[src/rtl/lwf_pkg.sv]
package lwf_pkg;
  function automatic int unsigned rounds_for(int unsigned w);
    return (w == 16) ? 32 : (w == 24) ? 36 : 44;
  endfunction

  function automatic int unsigned lfsr_len(int unsigned w);
    return (w == 32) ? 6 : 5;
  endfunction

  function automatic int unsigned lfsr_tap(int unsigned w);
    return (w == 32) ? 1 : 2;
  endfunction
endpackage

[src/rtl/feistel_round.sv]
module feistel_round #(
  parameter int unsigned W = 16
) (
  input  logic [W-1:0] left_i,
  input  logic [W-1:0] right_i,
  input  logic [W-1:0] rkey_i,
  output logic [W-1:0] left_o
);
  logic [W-1:0] rot5, rot1;
  assign rot5   = {left_i[W-6:0], left_i[W-1:W-5]};
  assign rot1   = {left_i[W-2:0], left_i[W-1]};
  assign left_o = right_i ^ ((left_i & rot5) ^ rot1) ^ rkey_i;
endmodule

[src/rtl/const_lfsr.sv]
module const_lfsr #(
  parameter int unsigned LEN = 5,
  parameter int unsigned TAP = 2
) (
  input  logic clk_i,
  input  logic rst_ni,
  input  logic seed_i,
  input  logic step_i,
  output logic bit_o
);
  logic [LEN-1:0] s_q;

  always_ff @(posedge clk_i or negedge rst_ni) begin
    if (!rst_ni)     s_q <= '1;
    else if (seed_i) s_q <= '1;
    else if (step_i) s_q <= {s_q[0] ^ s_q[TAP], s_q[LEN-1:1]};
  end

  assign bit_o = s_q[0];
endmodule

[src/rtl/key_sched.sv]
module key_sched #(
  parameter int unsigned W = 16
) (
  input  logic         clk_i,
  input  logic         rst_ni,
  input  logic         load_i,
  input  logic         step_i,
  input  logic [4*W-1:0] key_i,
  output logic [W-1:0] rkey_o
);
  import lwf_pkg::*;
  localparam int unsigned LEN = lfsr_len(W);
  localparam int unsigned TAP = lfsr_tap(W);

  logic [W-1:0] kq [4];
  logic [W-1:0] cword, k_new;
  logic         z;

  const_lfsr #(.LEN(LEN), .TAP(TAP)) i_lfsr (
    .clk_i (clk_i),
    .rst_ni(rst_ni),
    .seed_i(load_i),
    .step_i(step_i),
    .bit_o (z)
  );

  // constant: all ones except bits 1:0, LFSR bit in bit 0
  assign cword = {{(W-2){1'b1}}, 1'b0, z};

  feistel_round #(.W(W)) i_kround (
    .left_i (kq[1]),
    .right_i(kq[0]),
    .rkey_i (cword),
    .left_o (k_new)
  );

  for (genvar j = 0; j < 4; j++) begin : g_kw
    always_ff @(posedge clk_i or negedge rst_ni) begin
      if (!rst_ni)      kq[j] <= '0;
      else if (load_i)  kq[j] <= key_i[W*j +: W];
      else if (step_i)  kq[j] <= (j == 3) ? k_new : kq[(j+1)%4];
    end
  end

  assign rkey_o = kq[0];
endmodule

[src/rtl/round_ctrl.sv]
module round_ctrl #(
  parameter int unsigned ROUNDS = 32
) (
  input  logic clk_i,
  input  logic rst_ni,
  input  logic load_req_i,
  input  logic start_i,
  output logic load_o,
  output logic busy_o,
  output logic done_o
);
  localparam int unsigned CW = $clog2(ROUNDS + 1);

  logic [CW-1:0] cnt_q;
  logic          busy_q, done_q;
  logic          start_acc;

  assign load_o    = load_req_i && !busy_q;
  assign start_acc = start_i && !busy_q && !load_req_i;

  always_ff @(posedge clk_i or negedge rst_ni) begin
    if (!rst_ni) begin
      cnt_q  <= '0;
      busy_q <= 1'b0;
      done_q <= 1'b0;
    end else if (load_o) begin
      done_q <= 1'b0;
    end else if (start_acc) begin
      busy_q <= 1'b1;
      cnt_q  <= '0;
      done_q <= 1'b0;
    end else if (busy_q) begin
      cnt_q <= cnt_q + 1'b1;
      if (cnt_q == CW'(ROUNDS - 1)) begin
        busy_q <= 1'b0;
        done_q <= 1'b1;
      end
    end
  end

  assign busy_o = busy_q;
  assign done_o = done_q;
endmodule

[src/rtl/lw_feistel_core.sv]
module lw_feistel_core #(
  parameter int unsigned WORD_W = 16
) (
  input  logic                  clk_i,
  input  logic                  rst_ni,
  input  logic                  load_i,
  input  logic                  mode_i,
  input  logic                  start_i,
  input  logic [2*WORD_W-1:0]   pt_i,
  input  logic [4*WORD_W-1:0]   key_i,
  output logic                  done_o,
  output logic [2*WORD_W-1:0]   ct_o
);
  import lwf_pkg::*;
  localparam int unsigned ROUNDS = rounds_for(WORD_W);

  logic              load_en, busy;
  logic [WORD_W-1:0] l_q, r_q, l_new, rkey;

  round_ctrl #(.ROUNDS(ROUNDS)) i_ctrl (
    .clk_i     (clk_i),
    .rst_ni    (rst_ni),
    .load_req_i(load_i && mode_i),
    .start_i   (start_i),
    .load_o    (load_en),
    .busy_o    (busy),
    .done_o    (done_o)
  );

  key_sched #(.W(WORD_W)) i_ks (
    .clk_i (clk_i),
    .rst_ni(rst_ni),
    .load_i(load_en),
    .step_i(busy),
    .key_i (key_i),
    .rkey_o(rkey)
  );

  feistel_round #(.W(WORD_W)) i_dround (
    .left_i (l_q),
    .right_i(r_q),
    .rkey_i (rkey),
    .left_o (l_new)
  );

  always_ff @(posedge clk_i or negedge rst_ni) begin
    if (!rst_ni) begin
      l_q <= '0;
      r_q <= '0;
    end else if (load_en) begin
      {l_q, r_q} <= pt_i;
    end else if (busy) begin
      l_q <= l_new;
      r_q <= l_q;
    end
  end

  assign ct_o = {l_q, r_q};
endmodule

[config.mk]
export PLATFORM = sky130hd
export DESIGN_NAME = lw_feistel_core
export DESIGN_NICKNAME = d
export VERILOG_FILES = /design/src/rtl/lwf_pkg.sv /design/src/rtl/feistel_round.sv /design/src/rtl/const_lfsr.sv /design/src/rtl/key_sched.sv /design/src/rtl/round_ctrl.sv /design/src/rtl/lw_feistel_core.sv
export SDC_FILE = /design/constraint.sdc
export NUM_CORES = 1
export LEC_CHECK = 0
export CORE_ASPECT_RATIO = 1.1
export CORE_MARGIN = 5
export CORE_UTILIZATION = 50
export DETAILED_ROUTE_END_ITERATION = 7
export DONT_BUFFER_PORTS = 1
export PLACE_DENSITY = 0.68
export SYNTH_ARGS = -nofsm -noshare
export SYNTH_HDL_FRONTEND = slang
export SYNTH_HIERARCHICAL = 1
export SYNTH_SLANG_ARGS = --single-unit
export TNS_END_PERCENT = 20
[constraint.sdc]
create_clock -name clk_i -period 2 [get_ports clk_i]
set_clock_uncertainty 0.05 [all_clocks]
set_input_delay 0.6 -clock clk_i [delete_from_list [all_inputs] [get_ports clk_i]]
set_output_delay 0.6 -clock clk_i [all_outputs]
set_load 0.005 [all_outputs]
* Yosys cells after proc, flatten, opt, wreduce, memory -nomap -nowiden *
Cells that the tools add are included.

word-level totals
  input bits = 101
  logic and storage cells = 57
  output and inout bits = 33
  register bits after elaboration = 109

operators by class
  add/subtract/negate cells = 1
  equality and inequality tests = 1
  bitwise operators = 10
  muxes and demuxes = 23
  reductions and logical operators = 12

operators with widths
  kind                                            number
  two-way mux 16 bit                              12
  bitwise XOR 16 bit                              6
  bitwise AND 16 bit                              2
  two-way mux 6 bit                               2
  two-way mux 5 bit                               2
  two-way mux 1 bit                               7
  adder 6 x 1 -> 6 bit (second input constant)    1
  == test 6 x 5 -> 1 bit (second input constant)  1
  nonzero test 3 bit                              2
  logical AND 1 bit                               4
  AND reduction 2 bit                             2
  nonzero test 2 bit                              2
  zero test 1 bit                                 2
  inverter 1 bit                                  1
  bitwise XOR 1 bit                               1

* Longest topological paths before layout *
  depth in word-level cells = 6
  depth in mapped cells = 6
  mapped depth without buffers = 4

* Cells and area by module *
The synthesis kept the hierarchy.

by module, submodules not included
  module           cells each  area an instance (µm²)  instances  seq. area each (µm²)
  key_sched        295         3095.5                  1          1601.5
  lw_feistel_core  140         1519.0                  1          800.8
  feistel_round    48          560.5                   2          0.0
  round_ctrl       38          392.9                   1          200.2
  const_lfsr       18          217.7                   1          131.4

* Worst setup path after synthesis *
No wires, ideal clock.

  kind = input to register
  from = input load_i
  to = register i_ks/kq[0] (netlist bit)
  path buffers = 2
  stages = 5
  data arrival time = 1.486 ns
  data required time = 1.818 ns
  path slack = 0.332 ns
  library setup time = 0.132 ns
  cells stage by stage = and2_1 and2b_1 buf_2 clkbuf_1 o21ai_1

on the way
  word-level cells in the longest chain between the ends = 3
  elaborated cells on any way between the ends = 4
  those cells by class = mux: 1; reduce/logical: 3

ends and longest elaborated chain
  element                                                          line                   RTL
  start, declared                                                  lw_feistel_core.sv:6   input logic load_i,
  logical AND 1 bit (*)                                            lw_feistel_core.sv:23  .load_req_i(load_i && mode_i),
  logical AND 1 bit (*)                                            round_ctrl.sv:18       assign load_o = load_req_i && !busy_q;
  via load_en                                                      lw_feistel_core.sv:17  logic load_en, busy;
  two-way mux 16 bit / nonzero test 2 bit (equally long branches)  --
  end signal, assigned by index                                    key_sched.sv:40        else if (load_i) kq[j] <= key_i[W*j +: W];
  end signal, assigned by index                                    key_sched.sv:41        else if (step_i) kq[j] <= (j == 3) ? k_new : kq[(j+1)%4];
  end, declared                                                    key_sched.sv:15        logic [W-1:0] kq [4];

The timed path passes the listed nets; every way through them passes the cells marked *.
A chain may end at the register's enable or synchronous reset.

* Worst setup path in the final report *
  from = register i_ctrl.busy_q (netlist: i_ctrl/busy_o)
  to = register l_q[5]

on the way
  word-level cells in the longest chain between the ends = 3
  elaborated cells on any way between the ends = 4
  those cells by class = mux: 1; reduce/logical: 3

ends and longest elaborated chain
  element                                                          line                   RTL
  start, declared                                                  round_ctrl.sv:15       logic busy_q, done_q;
  start signal, assigned                                           round_ctrl.sv:24       busy_q <= 1'b0;
  start signal, assigned                                           round_ctrl.sv:29       busy_q <= 1'b1;
  start signal, assigned                                           round_ctrl.sv:35       busy_q <= 1'b0;
  zero test 1 bit                                                  round_ctrl.sv:18
  logical AND 1 bit                                                round_ctrl.sv:18
  two-way mux 16 bit / nonzero test 2 bit (equally long branches)  --
  end signal, assigned                                             lw_feistel_core.sv:51  {l_q, r_q} <= pt_i;
  end signal, assigned                                             lw_feistel_core.sv:53  l_q <= l_new;
  end, declared                                                    lw_feistel_core.sv:18  logic [WORD_W-1:0] l_q, r_q, l_new, rkey;

Several ways; a longest one is shown, not always the timed one.

==> flow_summary_export.csv <==
group,metric,value,unit
status,outcome,"finished, violations left",
status,violations,"hold timing",
pwr,p_leak,3.50,nW
worst_setup_path,cp_max_fo,32,
clock_tree,cts_tree,"done",
worst_setup_path,end_kind,"register",
floorplan,coreArea,0.0125,mm2
pwr,power_density,1980,mW/mm2
clock_tree,post_cts_buffers,0,
final_layout,final_cell_mix,"nand2_1, dfrtp_1, mux2i_1",
floorplan,fp.dieW,117,um
timing,setup_viol,0,
final_layout,nFillCells,1133,
timing,fin_hold_ws,-0.115,ns
clock_tree,cts_resized,0,
timing,layout_setup_ws,0.439,ns
timing,grt_setup_unrepaired,"false",
final_layout,fin_nets,669,
global_route,grt_max_degree,110,
global_route,grt_overflow_total,0,
floorplan,io-pin-count,134,
synth,syn_inst,587,
hold_path,hp-class,"in -> async",
clock_tree,cts.sinks,109,
run,cap_violations,0,
placed_design,place_congestion,0.833,
placed_design,portBuffers,0,
final_layout,final_common_cell,"nand2_1",
synth,yosysUniqueCellTypes,33,
synth,yosysWarnings,6,
global_route,grt_pass1_vias,4152,
route,wirelength,14100,um
final_layout,post-route-util,0.526,
route,drc_errors,0,
route,drtIter0Drc,253,
timing,max_slew.worst_pin.slew,0.567,ns
worst_setup_path,crit_arrival,1.74,ns
synth,synth-main-ff-cell,"dfrtp_1",
clock_tree,cts_htree_levels,3,
placed_design,pre_cts_ws,0.308,ns
route,dr.pass1.iters,6,
global_route,grt_use_total,0.192,
clock_tree,insertion_delay,0.36,ns
timing,fmax,0.641,GHz
worst_setup_path,cp-start-kind,"register",
final_layout,seq_area,0.00274,mm2
floorplan,die_h,128,um
final_layout,layout-drive-gt1-share,0.0577,
placed_design,placedCellCount,713,
placed_design,dpl_cell_area,0.00628,mm2
timing,period_needed,1.56,ns
final_layout,layout.cells.non_filler,729,
clock_tree,root_buffer,"clkbuf_16",
worst_setup_path,cp.required,2.18,ns
route,dr_total_vias,3995,
route,routedWlPerCell,19.4,um
timing,relSlewSlack,0.621,
synth,synthesis.area,0.00635,mm2
worst_setup_path,cpPeakStageDelay,0.51,ns
placed_design,hpwl,10300,um
timing,fin_crit_sh,0.780,
clock_tree,path_clk_slew,0.08,ns
timing,drv_slew,0,
worst_setup_path,path_class,"reg -> reg",
worst_setup_path,worst_path_max_delay_cell,"dfrtp_4",
final_layout,area_growth,3.86,%
floorplan,start_util,0.506,
final_layout,finalInstanceArea,0.00659,mm2
route,drt-vias-per-instance,5.48,
synth,ys_ff_latch,109,
floorplan,rows,43,
pwr,ir_drop,0.000986,V
timing,fin_tns_setup,0,ns
pwr,total_power,13.1,mW
floorplan,die_area,0.0150,mm2
worst_setup_path,path_cells,"buf_4, mux2i_1, o21ai_1",
synth,synth-edff-count,0,
final_layout,diodes,0,
worst_setup_path,r2r_cells,3,
synth,yosysSeqAreaShare,0.431,
timing,hold_violations,104,
global_route,antenna_found_initial,0,
global_route,grt_first_pass_wirelength,22900,um
route,ant_nets,0,
clock_tree,cts_buffers,9,
final_layout,multi_input_area,0.00324,mm2
synth,synth-async-reset-ratio,1.00,
synth,syn_area_per_cell,10.8,um2
clock_tree,clockBufferDepth,2,
## worst paths after layout
check                                     startpoint                             end  slack, ns
max reg2reg                i_ctrl/busy_o$_DFFE_PN0N_              l_q[5]$_DFFE_PN0P_       0.44
min in group clk_i                          pt_i[11]             r_q[11]$_DFFE_PN0P_       0.32
min                                           rst_ni              l_q[6]$_DFFE_PN0P_      -0.12
max                        i_ctrl/busy_o$_DFFE_PN0N_              l_q[5]$_DFFE_PN0P_       0.44
max in group asynchronous                     rst_ni  i_ks/i_lfsr/s_q[3]$_DFFE_PN1P_       1.81
min reg2reg                i_ctrl/done_o$_DFFE_PN0P_       i_ctrl/done_o$_DFFE_PN0P_       0.50
## power by group
part / switching [mW] / internal, mW
Combinational: 2.53 / 3.66
Sequential: 1.51 / 3.51
Clock: 0.817 / 1.04
Total: 4.86 / 8.21
## synth_stat cells (2+ instances only)
| cell | instances | area (um2) |
|---|---|---|
| conb_1 | 2 | 7.51 |
| buf_4 | 19 | 143 |
| nor3b_1 | 2 | 15.0 |
| nor2_1 | 2 | 7.51 |
| mux2i_1 | 100 | 1000 |
| nand2_1 | 136 | 510 |
| o21ai_1 | 90 | 450 |
| xor2_1 | 34 | 298 |
| o21ai_0 | 10 | 50.1 |
| dfstp_2 | 5 | 131 |
| a21oi_1 | 2 | 10.0 |
| inv_1 | 2 | 7.51 |
| buf_2 | 11 | 55.1 |
| or3_1 | 2 | 12.5 |
| buf_8 | 6 | 90.1 |
| nor3_1 | 2 | 10.0 |
| xnor3_1 | 32 | 721 |
| clkbuf_1 | 8 | 30.0 |
| buf_12 | 3 | 60.1 |
| dfrtp_1 | 104 | 2600 |
| buf_6 | 3 | 33.8 |
## state kept, by name, indices dropped and copies added, names as in the netlist
| signal | cells |
|---|---|
| i_ks/kq | 48 |
| i_ks/rkey_o | 16 |
| l_q | 16 |
| r_q | 16 |
| i_ctrl/cnt_q | 6 |
| i_ks/i_lfsr/s_q | 5 |
| i_ctrl/busy_o | 1 |
| i_ctrl/done_o | 1 |
## worst max-delay path, delay by kind of cell, from the launching register on
kind / cells / cell delay [ns]
flip-flops: 1 / 0.51
AO/OA/AOI/OAI: 1 / 0.08
buffers and inverters: 1 / 0.49
multiplexers: 1 / 0.27
## routing by layer
layer,GRT usage,wire length (um)
met3,0.0719,1230
met5,0,0
met1,0.246,6020
met2,0.301,6570
met4,0.0655,310
## kinds of logic after synthesis
logic type / synth area share
xor gates and xnor gates: 0.162
AOI/OAI and AO/OA: 0.0842
adders and majority gates: 0.00197
other: 0.00118
DFF: 0.431
and+or+nand+nor: 0.0962
buffers and inverters: 0.0661
muxes: 0.158
## final cells by class
| cell class | count | share of cell area |
|---|---|---|
| well taps | 157 | 0.0298 |
| repair buffers | 6 | 0.0144 |
| clock buffers | 11 | 0.0383 |
| multi-input cells | 439 | 0.492 |
| inverters | 2 | 0.00114 |
| flip-flops and latches | 109 | 0.415 |
| clock inverters | 5 | 0.00873 |
No activity file was read; power rests on OpenSTA's default activity.
